### src/rtl/uvlo_seq_pkg.sv
package uvlo_seq_pkg;
  typedef enum logic [1:0] {
    ST_LOCKOUT  = 2'd0,
    ST_RUN      = 2'd1,
    ST_HOLD_CHG = 2'd2,
    ST_HOLD_DIS = 2'd3
  } seq_state_e;

  localparam int unsigned FLAG_ABOVE = 0;
  localparam int unsigned FLAG_BELOW = 1;
  localparam int unsigned FLAG_OVC   = 2;
  localparam int unsigned NUM_FLAGS  = 3;
endpackage

### src/rtl/flag_debounce.sv
module flag_debounce #(
  parameter int unsigned STABLE_CYCLES = 4,
  parameter bit          RST_VAL       = 1'b0
) (
  input  logic clk_i,
  input  logic rst_ni,
  input  logic raw_i,
  output logic filt_o
);
  logic filt_q;

  generate
    if (STABLE_CYCLES <= 1) begin : g_direct
      always_ff @(posedge clk_i or negedge rst_ni) begin
        if (!rst_ni) filt_q <= RST_VAL;
        else         filt_q <= raw_i;
      end
    end else begin : g_count
      localparam int unsigned CNT_W = $clog2(STABLE_CYCLES);
      localparam logic [CNT_W-1:0] CNT_LAST = CNT_W'(STABLE_CYCLES - 1);
      logic [CNT_W-1:0] cnt_q;

      always_ff @(posedge clk_i or negedge rst_ni) begin
        if (!rst_ni) begin
          filt_q <= RST_VAL;
          cnt_q  <= '0;
        end else if (raw_i == filt_q) begin
          cnt_q  <= '0;
        end else if (cnt_q == CNT_LAST) begin
          filt_q <= raw_i;
          cnt_q  <= '0;
        end else begin
          cnt_q  <= cnt_q + 1'b1;
        end
      end

      // a change of the filtered flag follows a raw value of the same level
      a_r3_filter_follows_raw: assert property (@(posedge clk_i) disable iff (!rst_ni)
        !$stable(filt_q) |-> (filt_q == $past(raw_i)));
    end
  endgenerate

  assign filt_o = filt_q;
endmodule

### src/rtl/thermal_hyst.sv
module thermal_hyst #(
  parameter int unsigned TEMP_W     = 8,
  parameter int unsigned TEMP_TRIP  = 140,
  parameter int unsigned TEMP_CLEAR = 110
) (
  input  logic              clk_i,
  input  logic              rst_ni,
  input  logic [TEMP_W-1:0] temp_code_i,
  output logic              hot_o
);
  localparam logic [TEMP_W-1:0] TRIP_C  = TEMP_W'(TEMP_TRIP);
  localparam logic [TEMP_W-1:0] CLEAR_C = TEMP_W'(TEMP_CLEAR);
  logic hot_q;

  always_ff @(posedge clk_i or negedge rst_ni) begin
    if (!rst_ni)                     hot_q <= 1'b0;
    else if (temp_code_i >= TRIP_C)  hot_q <= 1'b1;
    else if (temp_code_i < CLEAR_C)  hot_q <= 1'b0;
  end

  assign hot_o = hot_q;

  a_r8_trip_sets: assert property (@(posedge clk_i) disable iff (!rst_ni)
    (temp_code_i >= TRIP_C) |=> hot_q);
  a_r8_clear_resets: assert property (@(posedge clk_i) disable iff (!rst_ni)
    (temp_code_i < CLEAR_C) |=> !hot_q);
  a_r8_band_holds: assert property (@(posedge clk_i) disable iff (!rst_ni)
    (temp_code_i >= CLEAR_C && temp_code_i < TRIP_C) |=> $stable(hot_q));
endmodule

### src/rtl/restart_fsm.sv
module restart_fsm
  import uvlo_seq_pkg::*;
#(
  parameter int unsigned RESTART_CYCLES = 8
) (
  input  logic clk_i,
  input  logic rst_ni,
  input  logic above_hi_i,
  input  logic below_lo_i,
  input  logic ovc_i,
  output logic charge_o,
  output logic run_o
);
  localparam int unsigned CNT_W = $clog2(RESTART_CYCLES + 1);
  localparam logic [CNT_W-1:0] CNT_LAST = CNT_W'(RESTART_CYCLES);

  seq_state_e       state_q, state_d;
  logic [CNT_W-1:0] cnt_q, cnt_d;
  logic [CNT_W-1:0] cnt_inc;

  assign cnt_inc = cnt_q + 1'b1;

  always_comb begin
    state_d = state_q;
    cnt_d   = cnt_q;
    unique case (state_q)
      ST_LOCKOUT: begin
        if (above_hi_i) begin
          state_d = ST_RUN;
          cnt_d   = '0;
        end
      end
      ST_RUN: begin
        if (below_lo_i) begin
          state_d = ST_HOLD_CHG;
          cnt_d   = '0;
        end else if (ovc_i) begin
          state_d = ST_HOLD_DIS;
          cnt_d   = '0;
        end
      end
      ST_HOLD_CHG: begin
        if (above_hi_i) begin
          if (cnt_inc == CNT_LAST) begin
            state_d = ST_RUN;
            cnt_d   = '0;
          end else begin
            state_d = ST_HOLD_DIS;
            cnt_d   = cnt_inc;
          end
        end
      end
      ST_HOLD_DIS: begin
        if (below_lo_i) state_d = ST_HOLD_CHG;
      end
      default: state_d = ST_LOCKOUT;
    endcase
  end

  always_ff @(posedge clk_i or negedge rst_ni) begin
    if (!rst_ni) begin
      state_q <= ST_LOCKOUT;
      cnt_q   <= '0;
    end else begin
      state_q <= state_d;
      cnt_q   <= cnt_d;
    end
  end

  assign charge_o = (state_q == ST_LOCKOUT) || (state_q == ST_HOLD_CHG);
  assign run_o    = (state_q == ST_RUN);

  a_r9_count_bounded: assert property (@(posedge clk_i) disable iff (!rst_ni)
    cnt_q < CNT_LAST);
  a_r2_run_needs_upper: assert property (@(posedge clk_i) disable iff (!rst_ni)
    (state_q == ST_RUN && $past(state_q) != ST_RUN) |-> $past(above_hi_i));
  a_r4_collapse_to_charge: assert property (@(posedge clk_i) disable iff (!rst_ni)
    (state_q == ST_RUN && below_lo_i) |=> (state_q == ST_HOLD_CHG && cnt_q == '0));
  a_r7_ovc_to_discharge: assert property (@(posedge clk_i) disable iff (!rst_ni)
    (state_q == ST_RUN && !below_lo_i && ovc_i) |=> (state_q == ST_HOLD_DIS));
  a_r6_retry_at_last: assert property (@(posedge clk_i) disable iff (!rst_ni)
    ($past(state_q) == ST_HOLD_CHG && state_q == ST_RUN) |-> ($past(cnt_q) == CNT_LAST - 1'b1));
endmodule

### src/rtl/uvlo_restart_seq.sv
module uvlo_restart_seq
  import uvlo_seq_pkg::*;
#(
  parameter int unsigned FILT_CYCLES    = 4,
  parameter int unsigned RESTART_CYCLES = 8,
  parameter int unsigned TEMP_W         = 8,
  parameter int unsigned TEMP_TRIP      = 140,
  parameter int unsigned TEMP_CLEAR     = 110
) (
  input  logic              clk_i,
  input  logic              rst_ni,
  input  logic              sup_above_hi_i,
  input  logic              sup_below_lo_i,
  input  logic              limiter_ovc_i,
  input  logic [TEMP_W-1:0] temp_code_i,
  output logic              charge_en_o,
  output logic              switch_en_o
);
  // reset levels: supply assumed low at power-on
  localparam logic [NUM_FLAGS-1:0] FLAG_RST = NUM_FLAGS'(1 << FLAG_BELOW);

  logic [NUM_FLAGS-1:0] raw_flags, filt_flags;
  logic hot, charge, run;

  always_comb begin
    raw_flags             = '0;
    raw_flags[FLAG_ABOVE] = sup_above_hi_i;
    raw_flags[FLAG_BELOW] = sup_below_lo_i;
    raw_flags[FLAG_OVC]   = limiter_ovc_i;
  end

  generate
    for (genvar g = 0; g < NUM_FLAGS; g++) begin : g_flt
      flag_debounce #(
        .STABLE_CYCLES (FILT_CYCLES),
        .RST_VAL       (FLAG_RST[g])
      ) i_flt (
        .clk_i  (clk_i),
        .rst_ni (rst_ni),
        .raw_i  (raw_flags[g]),
        .filt_o (filt_flags[g])
      );
    end
  endgenerate

  thermal_hyst #(
    .TEMP_W     (TEMP_W),
    .TEMP_TRIP  (TEMP_TRIP),
    .TEMP_CLEAR (TEMP_CLEAR)
  ) i_therm (
    .clk_i       (clk_i),
    .rst_ni      (rst_ni),
    .temp_code_i (temp_code_i),
    .hot_o       (hot)
  );

  restart_fsm #(
    .RESTART_CYCLES (RESTART_CYCLES)
  ) i_fsm (
    .clk_i      (clk_i),
    .rst_ni     (rst_ni),
    .above_hi_i (filt_flags[FLAG_ABOVE]),
    .below_lo_i (filt_flags[FLAG_BELOW]),
    .ovc_i      (filt_flags[FLAG_OVC]),
    .charge_o   (charge),
    .run_o      (run)
  );

  assign charge_en_o = charge;
  assign switch_en_o = run & ~hot;

  a_r9_exclusive_outputs: assert property (@(posedge clk_i) disable iff (!rst_ni)
    !(charge_en_o && switch_en_o));
  a_r8_hot_blocks_switch: assert property (@(posedge clk_i) disable iff (!rst_ni)
    hot |-> !switch_en_o);
endmodule

### config.mk
export PLATFORM = sky130hd
export DESIGN_NAME = uvlo_restart_seq
export DESIGN_NICKNAME = d
export VERILOG_FILES = /design/src/rtl/uvlo_seq_pkg.sv /design/src/rtl/flag_debounce.sv /design/src/rtl/thermal_hyst.sv /design/src/rtl/restart_fsm.sv /design/src/rtl/uvlo_restart_seq.sv
export SDC_FILE = /design/constraint.sdc
export NUM_CORES = 1
export LEC_CHECK = 0
export BUFFER_PORTS_ARGS = -buffer_cell sky130_fd_sc_hd__clkbuf_2
export CELL_PAD_IN_SITES_DETAIL_PLACEMENT = 1
export CELL_PAD_IN_SITES_GLOBAL_PLACEMENT = 1
export CORE_MARGIN = 2
export CORE_UTILIZATION = 30
export CTS_CLUSTER_DIAMETER = 50
export DETAILED_ROUTE_END_ITERATION = 8
export PLACE_DENSITY_LB_ADDON = 0.1
export SLEW_MARGIN = 20
export SYNTH_ARGS = -nofsm -noshare
export SYNTH_HDL_FRONTEND = slang
export SYNTH_SLANG_ARGS = --single-unit
### constraint.sdc
create_clock -name clk_i -period 1.5 [get_ports clk_i]
set_input_delay 0.3 -clock clk_i [delete_from_list [all_inputs] [get_ports clk_i]]
set_output_delay 0.3 -clock clk_i [all_outputs]
set_load 0.02 [all_outputs]
==> results, run 1 <==
- The run finished with clean final reports.
- The slowest stage of the critical path is the sky130_fd_sc_hd__dfrtp_1 cell.
- Setup repair after global routing left no endpoint under its margin.
- The sum of buffers and inverters on the critical path is 0.
- The detailed placement HPWL is 1121 um.
- The clock passes through at most 2 buffers.
- The die covers 2995 um^2.
- TritonCTS built the clock tree.
- The fraction of power spent switching nets is 35.64%.
- The worst setup skew after layout is 0.004751 ns.
- The worst path needs 1.402 ns of the cycle, external delays included.
- The final-report hold violation count is 0.
- Wires add up to 1423 um.
- The largest area contributor in the synthesized netlist is sky130_fd_sc_hd__dfrtp_1.
- Of the cells placed in the final design, the portion with a size suffix greater than 1 is 33.33%.
- The number of DRC markers after the initial detailed-route iteration is 2.
- 15 I/O pins were placed.
- The post-synthesis cell type count is 29.
- Of the available clock period, the critical path in the final layout requires 93.49%.
- Measured against its own limit, the worst slew margin works out to 71.95%.
- The count of input and output buffers is 13.
- After clock tree synthesis, the clock-pin slew on the worst setup and hold paths is 0.09 ns.
- After global routing the overflow that remains totals 0.
- The synthesized netlist occupies a cell area of 772.0 um^2.
- At the pin with the least slew margin, the transition time is 0.4207 ns.
- In the routed design, unresolved DRC markers number 0.
- The most used flip-flop cell after synthesis is sky130_fd_sc_hd__dfrtp_1.
- 0 antenna diodes ended up in the layout.
- The highest ir drop seen on vdd is 0.8025 mV.
- The signal on the critical path passes through ha_1 > and4bb_1 > a41o_1 > o31ai_2.
- The worst setup path is captured at a register.
- The number of filler instances in the final layout is 281.
- Setup violations remaining at the end of the flow were counted as 0.
- The total clock sinks is 16.
- In this run the biggest area consumer among cell types represents 48.62% of the synthesized area.
- The first global-routing pass estimated 2532 um of wire.
- The min-delay analysis places its worst path in the category primary input to register.
- Synthesis produced a netlist with a net count of 84.
- The largest fanout of any net on the critical path is 5.
- The synthesized design contains 16 register bits.
- For the worst-skew pair, the clock arrives at the later sink with an insertion delay of 0.28 ns.
- The post-detailed-route count of antenna-violating nets is 0.
- Per report_power, the clock group accounts for 15.7% of the total.
- Once the floorplan was initialized, standard cells occupied 31.45% of the core.
- The layout net count is 106.
- TritonCTS created 3 clock buffers.
- The number of levels in the clock H-tree is 1.
- Based on the critical path, the design can be clocked at up to 713.1 MHz.
- For this run, the register share of the synthesized area comes to 52.03%.
- The layout-stage area growth over the synthesis result is 23.50%.
- The total number of vias is 572.
- In this design, the largest share of critical-path delay is due to compound AO/OA/AOI/OAI gates.
- Summing internal, switching and leakage power gives 0.001770 W.
- In this run the register-to-register setup slack is 0.1 ns.
- The die width is 54.73 um.
- The count of final max-slew check failures came to 0.
- Synthesis handed over a netlist of 66 instances.
- The first TritonRoute pass finished after 3 iterations.
- The pin count of the biggest net entering global routing is 17.
- In this run the vertical extent of the chip is 54.73 um.
- The cell at the root of the clock tree is sky130_fd_sc_hd__clkbuf_4.
- The number of global-route vias before repair is 566.
- The total global routing track utilization is 12.25%.
- The leakage component of the power is 0.4529 nW.
- The count of flip-flops with a built-in enable after synthesis is 0.
- The portion of total power attributed to combinational logic is 39.6%.
- The share of total power dissipated in sequential elements is 44.7%.
- The internal power contribution is 0.001139 W.
- The core region is 2455 um^2.
- The max-capacitance violation count is 0.
- On the worst path, the slowest cell contributes a delay of 0.44 ns.
- Sorting the synthesized cells by how often they occur yields sky130_fd_sc_hd__dfrtp_1 (15), sky130_fd_sc_hd__ha_1 (5), sky130_fd_sc_hd__mux2_2 (4), sky130_fd_sc_hd__nor2_1 (4).
- At the end of routability-driven placement, the weighted congestion stood at 0.6431.
- The critical path launch point type is a register.
- The per-cell via count in the routed design is 4.889.
- The average cell area after synthesis is 11.70 um^2.
- Power spread over the standard cell area amounts to 1856 nW/um^2.
- The arrival time of data at the critical path endpoint is 1.60 ns.
- Summed over all nets, the switching power comes to 0.0006308 W.
- In the final routed layout, each cell accounts on average for 12.16 um.
- The most numerous cell in the Yosys netlist is sky130_fd_sc_hd__dfrtp_1.
- After floorplanning, the core was divided into 18 placement rows.
- The initial antenna violation count is 0.
- For the worst setup path, the data required time is 1.70 ns.
- The critical path class is register to register.
- The warning count from the yosys run is 0.
- The post-synthesis async set-or-reset flop share is 100.0%.
- After synthesis, the cell types taking the most area are sky130_fd_sc_hd__dfrtp_1 (49%), sky130_fd_sc_hd__ha_1 (8.1%), sky130_fd_sc_hd__mux2_2 (5.8%).
- Setup total negative slack on the finished layout was measured at 0 ns.
## layout by cell type, fill, tap and decap left out, types with 2 or more instances in the layout
cell / synthesis / final
sky130_fd_sc_hd__dfrtp_1: 15 / 15
sky130_fd_sc_hd__clkbuf_2: 0 / 12
sky130_fd_sc_hd__ha_1: 5 / 5
sky130_fd_sc_hd__nor2_1: 4 / 4
sky130_fd_sc_hd__mux2_2: 4 / 4
sky130_fd_sc_hd__buf_4: 0 / 4
sky130_fd_sc_hd__xnor2_1: 3 / 3
sky130_fd_sc_hd__nor3_1: 3 / 3
sky130_fd_sc_hd__nand2_1: 3 / 3
sky130_fd_sc_hd__o21ai_0: 3 / 3
sky130_fd_sc_hd__clkbuf_4: 0 / 3
sky130_fd_sc_hd__nor2b_1: 2 / 2
sky130_fd_sc_hd__o21a_1: 2 / 2
sky130_fd_sc_hd__a21oi_1: 2 / 2
sky130_fd_sc_hd__a31oi_1: 2 / 2
## timing repair
| item | CTS | global route |
|---|---|---|
| resized for setup | 0 | 3 |
| hold endpoints to repair | 15 | 0 |
| setup buffers | 0 | 2 |
| hold buffers | 1 | 0 |
| endpoints found under the setup margin | 0 | 2 |
## flip-flops by register name, summed over array words and instances, names as in the netlist
name                       cells
i_fsm.cnt_q                    4
i_therm.hot_o                  1
g_flt.i_flt.g_count.cnt_q      6
i_fsm.state_q                  2
g_flt.i_flt.filt_o             3
## layer usage
layer | GRT usage [%] | share of wire [%] | vias up
li1 | - | - | 287
met1 | 16.98 | 50 | 278
met2 | 17.26 | 46 | 5
met3 | 2.459 | 2.8 | 2
met4 | 7.500 | 0.84 | 0
met5 | 0 | 0 | -
## worst register-to-register path, stage by stage (launching register included)
cell                       delay, ns
sky130_fd_sc_hd__dfrtp_1        0.44
sky130_fd_sc_hd__ha_1           0.22
sky130_fd_sc_hd__and4bb_1       0.19
sky130_fd_sc_hd__a41o_1         0.25
sky130_fd_sc_hd__o31ai_2        0.23
## path summary, 6_finish.rpt
kind | startpoint | to | depth (start not counted)
min in group asynchronous | rst_ni | g_flt[1].i_flt.g_count.cnt_q[1] | 2
worst max-delay path | i_fsm.cnt_q[1] | i_fsm.cnt_q[3] | 4
max in group asynchronous | rst_ni | g_flt[1].i_flt.filt_o | 2
worst max register to register | i_fsm.cnt_q[1] | i_fsm.cnt_q[3] | 4
worst min register to register | g_flt[1].i_flt.g_count.cnt_q[0] | g_flt[1].i_flt.g_count.cnt_q[0] | 1
worst min-delay path | temp_code_i[5] | i_therm.hot_o | 3
## final cells by class
class	instances	area, um^2	share of cell area (%)
Clock buffer	4	36.28	3.806
Timing Repair Buffer	17	100.1	10.50
Sequential cell	16	401.6	42.13
Tap cell	30	37.54	3.937
Inverter	2	7.507	0.7874
Multi-Input combinational cell	48	370.4	38.85
## through the flow
stage	instances	utilization, %	instance area (um^2)	hold slack, ns	setup WS (ns)
3_3_place_gp	110	35.93	882.1	0.2587	0.1310
6_report	117	38.84	953.4	0.2411	0.09772
4_1_cts	115	37.82	928.4	0.2322	0.01349
3_5_place_dp	110	35.93	882.1	0.2546	0.09525
5_1_grt	117	38.84	953.4	0.2464	0.004525
2_1_floorplan	66	-	772.0	0.004409	0.1909
## kinds of logic (layout without fill, tap and decap cells)
| group | after synthesis | count (layout) | share of synthesized area [%] |
|---|---|---|---|
| compound gates | 16 | 16 | 15.07 |
| xor+xnor | 4 | 4 | 4.539 |
| fa+ha+maj | 5 | 5 | 8.104 |
| buf+inv | 2 | 23 | 0.9715 |
| flops | 16 | 16 | 52.03 |
| mux | 4 | 4 | 5.834 |
| simple gates | 19 | 19 | 13.45 |
## power groups by stage
stage                     combinational [W]  clock [W]  sequential, W
final                              0.000701   0.000278       0.000791
after global routing               0.000805   0.000320       0.000824
after CTS                          0.000665   0.000299       0.000793
after detailed placement           0.000659          0       0.000799
after global placement             0.000635          0       0.000794
after floorplan                    0.000505          0       0.000755
No activity file was read; power rests on OpenSTA's default activity.
==> run 2, diff against run 1 <==
- clock period: 1.5 -> 1.2 ns (I/O delays scaled with it)
==> run 2 against run 1 <==
Against the previous run: the flow now finishes with violations (negative setup slack); critical endpoint unchanged; die area is the same; critical path type unchanged; non-clock buffer count up 10; via count grew 7.9%; highest routed layer unchanged; clock power is 24% higher; sequential cell count stayed put; clock-buffer cell count unchanged.
==> results, run 2 (synthesis results as in run 1) <==
- The largest register by flop count is g_flt.i_flt.g_count.cnt_q.
- The final critical path takes up 111.2% of the cycle.
- The per-cell via count in the routed design is 4.858.
- CTS built an H-tree with a depth of 1.
- At the worst endpoint, the required time is 1.39 ns.
- The transition time at the pin with the least slew margin is 0.4167 ns.
- Compared with the post-synthesis result, the final layout area differs by 43.11%.
- The count of final max-slew check failures was 0.
- No sink is reached through more buffers than the 2 on the longest clock path.
- The number of global-route vias before repair is 679.
- The initial antenna violation count is 0.
- The final reports fail on negative setup slack.
- During I/O placement, the number of pins put on the boundary was 15.
- CTS placed an instance of sky130_fd_sc_hd__clkbuf_4 at the clock tree root.
- The smallest setup slack after layout is -0.1343 ns.
- Measured against its own limit, the worst slew margin works out to 72.22%.
- The floorplan step defined a core boundary enclosing 2455 um^2.
- The largest fanout of any net on the critical path is 4.
- The starting density of the core is 31.45%.
- Data arrives at the worst endpoint at 1.53 ns.
- TritonCTS built the clock tree.
- The total number of vias is 617.
- The DRC violations left is 0.
- STA classifies the critical path startpoint as a register.
- Subtracting the final worst setup slack from the clock period gives 1.334 ns.
- The share of the core filled with cells in the final layout is 45.01%.
- In this run the most critical hold path is launched from temp_code_i[5].
- Clock-pin slew was measured on the worst setup and hold paths at 0.09 ns.
- For this run, the total global-route usage over all layers was measured as 13.57%.
- The library cell used most frequently in the layout, excluding fill and tap cells, is sky130_fd_sc_hd__dfrtp_1.
- The floorplan has 18 rows.
- The antenna diode count is 0.
- The wire length of the first global-routing pass is 2780 um.
- Routability-driven placement finished with a final weighted congestion of 0.7533.
- Of the cells placed in the final design, the portion with a size suffix greater than 1 is 49.48%.
- Max-cap violations in this run came to 0.
- The start of the worst register-to-register path is i_fsm.cnt_q[1].
- The maximum cell stage delay along the critical path is 0.43 ns.
- In this run, flip-flops and latches consume 37.1% of the power.
- The switching power summed over all nets is 0.0009187 W.
- The final-report hold violation count is 0.
- The total congestion overflow after global routing is 0.
- After detailed routing, the total wire length is 1614 um.
- The HPWL after detailed placement is 1258 um.
- The power density over the cells is 2430 nW/um^2.
- From bottom edge to top edge, the die measures 54.73 um.
- The critical path endpoint is i_fsm.cnt_q[3].
- The tree built by TritonCTS fans out to 16 sinks.
- The critical path is of the register to register type.
- Cell internal power was estimated by the tool at 0.001766 W.
- The portion of total power attributed to combinational logic is 50.1%.
- Setup violations remaining at the end of the flow were counted as 4.
- The clock latency on the worst-skew pair is 0.28 ns.
- The top cell types in the final layout, fill and taps aside, are sky130_fd_sc_hd__dfrtp_1 (15), sky130_fd_sc_hd__clkbuf_2 (11), sky130_fd_sc_hd__buf_4 (10).
- The capture instance of the worst register-to-register path is i_fsm.cnt_q[3].
- The post-detailed-route count of antenna-violating nets is 0.
- The pre-CTS setup slack is -0.1197 ns.
- Counting cells, the worst reg-to-reg path comes to 4.
- Tracing the worst setup path back leads to its startpoint at i_fsm.cnt_q[1].
- Of the total power, the clock network draws 12.8%.
- The count of input and output buffers is 13.
- In this run, CTS created clock tree buffers numbering 3.
- The worst-case register-to-register setup slack is -0.13 ns.
- The first detailed-routing pass ran for 2 iterations.
- The signal on the critical path passes through ha_2 > and4bb_1 > a41o_1 > o31ai_2.
- The worst setup path is captured at a register.
- Between clock sinks in the finished design, the worst skew comes to 0.0008845 ns.
- The tightest min-delay check is of the primary input to register type.
- Dividing the detail-routed wire length by the instance count gives 12.71 um.
- After the last flow step, the layout net total stands at 116.
- The number of DRC markers after the initial detailed-route iteration is 2.
- Setup repair after global routing could not meet its margin everywhere.
- The library cell contributing the largest single delay on the critical path is sky130_fd_sc_hd__dfrtp_1.
- The leakage component of the power is 0.5209 nW.
- The floorplan step defined a die boundary enclosing 2995 um^2.
- The highest ir drop seen on vdd is 1.112 mV.
- The pin count of the biggest net entering global routing is 17.
- For this run, the top clock speed supported by timing is 749.4 MHz.
- The number of flip-flops under the largest register name is 6.
- Measured along the x axis, the die boundary spans 54.73 um.
- The flow ran to the end, but the final reports show violations.
- The fraction of power spent switching nets is 34.21%.
==> run 2: cell count changes in the layout (fill, tap and decap cells not counted), moves of 2 or more <==
cell,previous run,this run
sky130_fd_sc_hd__buf_4,4,10
sky130_fd_sc_hd__buf_6,0,4
sky130_fd_sc_hd__nor2_1,4,1
sky130_fd_sc_hd__ha_1,5,3
sky130_fd_sc_hd__ha_2,0,2
sky130_fd_sc_hd__nor2_4,0,2
sky130_fd_sc_hd__o21ai_0,3,1
sky130_fd_sc_hd__o21ai_1,1,3
==> run 2: worst min path at each step <==
stage	end	slack, ns	cells after the start
after floorplan	g_flt[0].i_flt.filt_o	-0.06	0
after global placement	i_fsm.cnt_q[3]	0.20	1
after detailed placement	i_therm.hot_o	0.20	1
after CTS	i_therm.hot_o	0.19	3
after global routing	i_therm.hot_o	0.20	3
final	i_therm.hot_o	0.19	3
==> run 2: final cells by class <==
| type | count | area [um^2] |
|---|---|---|
| Multi-Input combinational cell | 48 | 421.7 |
| Clock buffer | 4 | 36.28 |
| Timing Repair Buffer | 27 | 200.2 |
| Tap cell | 30 | 37.54 |
| Inverter | 2 | 7.507 |
| Sequential cell | 16 | 401.6 |
| Fill cell | 274 | 1350 |
==> run 2: layer usage <==
layer / global-route usage (%) / part of all wire (%) / vias to the layer above / wire, um
met3: 3.279 / 4.0 / 2 / 64
met5: 0 / 0 / - / 0
met2: 23.41 / 50 / 11 / 803
met1: 15.66 / 45 / 297 / 732
met4: 6.250 / 0.81 / 0 / 13
li1: - / - / 307 / -
==> run 2: timing repair <==
item | CTS | global route
hold endpoints to repair | 15 | 0
resized for setup | 3 | 19
hold buffers | 1 | 0
endpoints found under the setup margin | 6 | 8
buffers inserted | 3 | 1
pin swaps | 3 | 3
gates cloned | 0 | 0
==> run 2: worst max-delay path, delay by kind of cell, from the launching register on <==
family / cells / cell delay, ns
AO/OA/AOI/OAI: 2 / 0.43
adder cells (fa/ha/maj): 1 / 0.20
flip-flops: 1 / 0.43
AND/OR/NAND/NOR: 1 / 0.19
==> run 2: through the flow <==
stage / power, W / TNS, ns / hold slack [ns] / cell area [um^2] / instances
3_5_place_dp: 0.002027 / -0.3024 / 0.1963 / 947.2 / 118
4_1_cts: 0.002502 / -0.4415 / 0.1884 / 1035 / 126
3_3_place_gp: 0.001984 / -0.2202 / 0.1954 / 947.2 / 118
5_1_grt: 0.002937 / -0.7275 / 0.1974 / 1105 / 127
6_report: 0.002685 / -0.3703 / 0.1891 / 1105 / 127
2_1_floorplan: 0.001582 / -0.06988 / -0.05559 / 777.0 / 66
==> run 2: power by group through the flow <==
stage | clock [W] | sequential, W | combinational, W
2_1_floorplan | 0 | 0.000946 | 0.000635
3_3_place_gp | 0 | 0.000951 | 0.00103
3_5_place_dp | 0 | 0.000963 | 0.00106
4_1_cts | 0.000365 | 0.000963 | 0.00117
5_1_grt | 0.000384 | 0.00104 | 0.00152
6_report | 0.000344 | 0.000996 | 0.00135
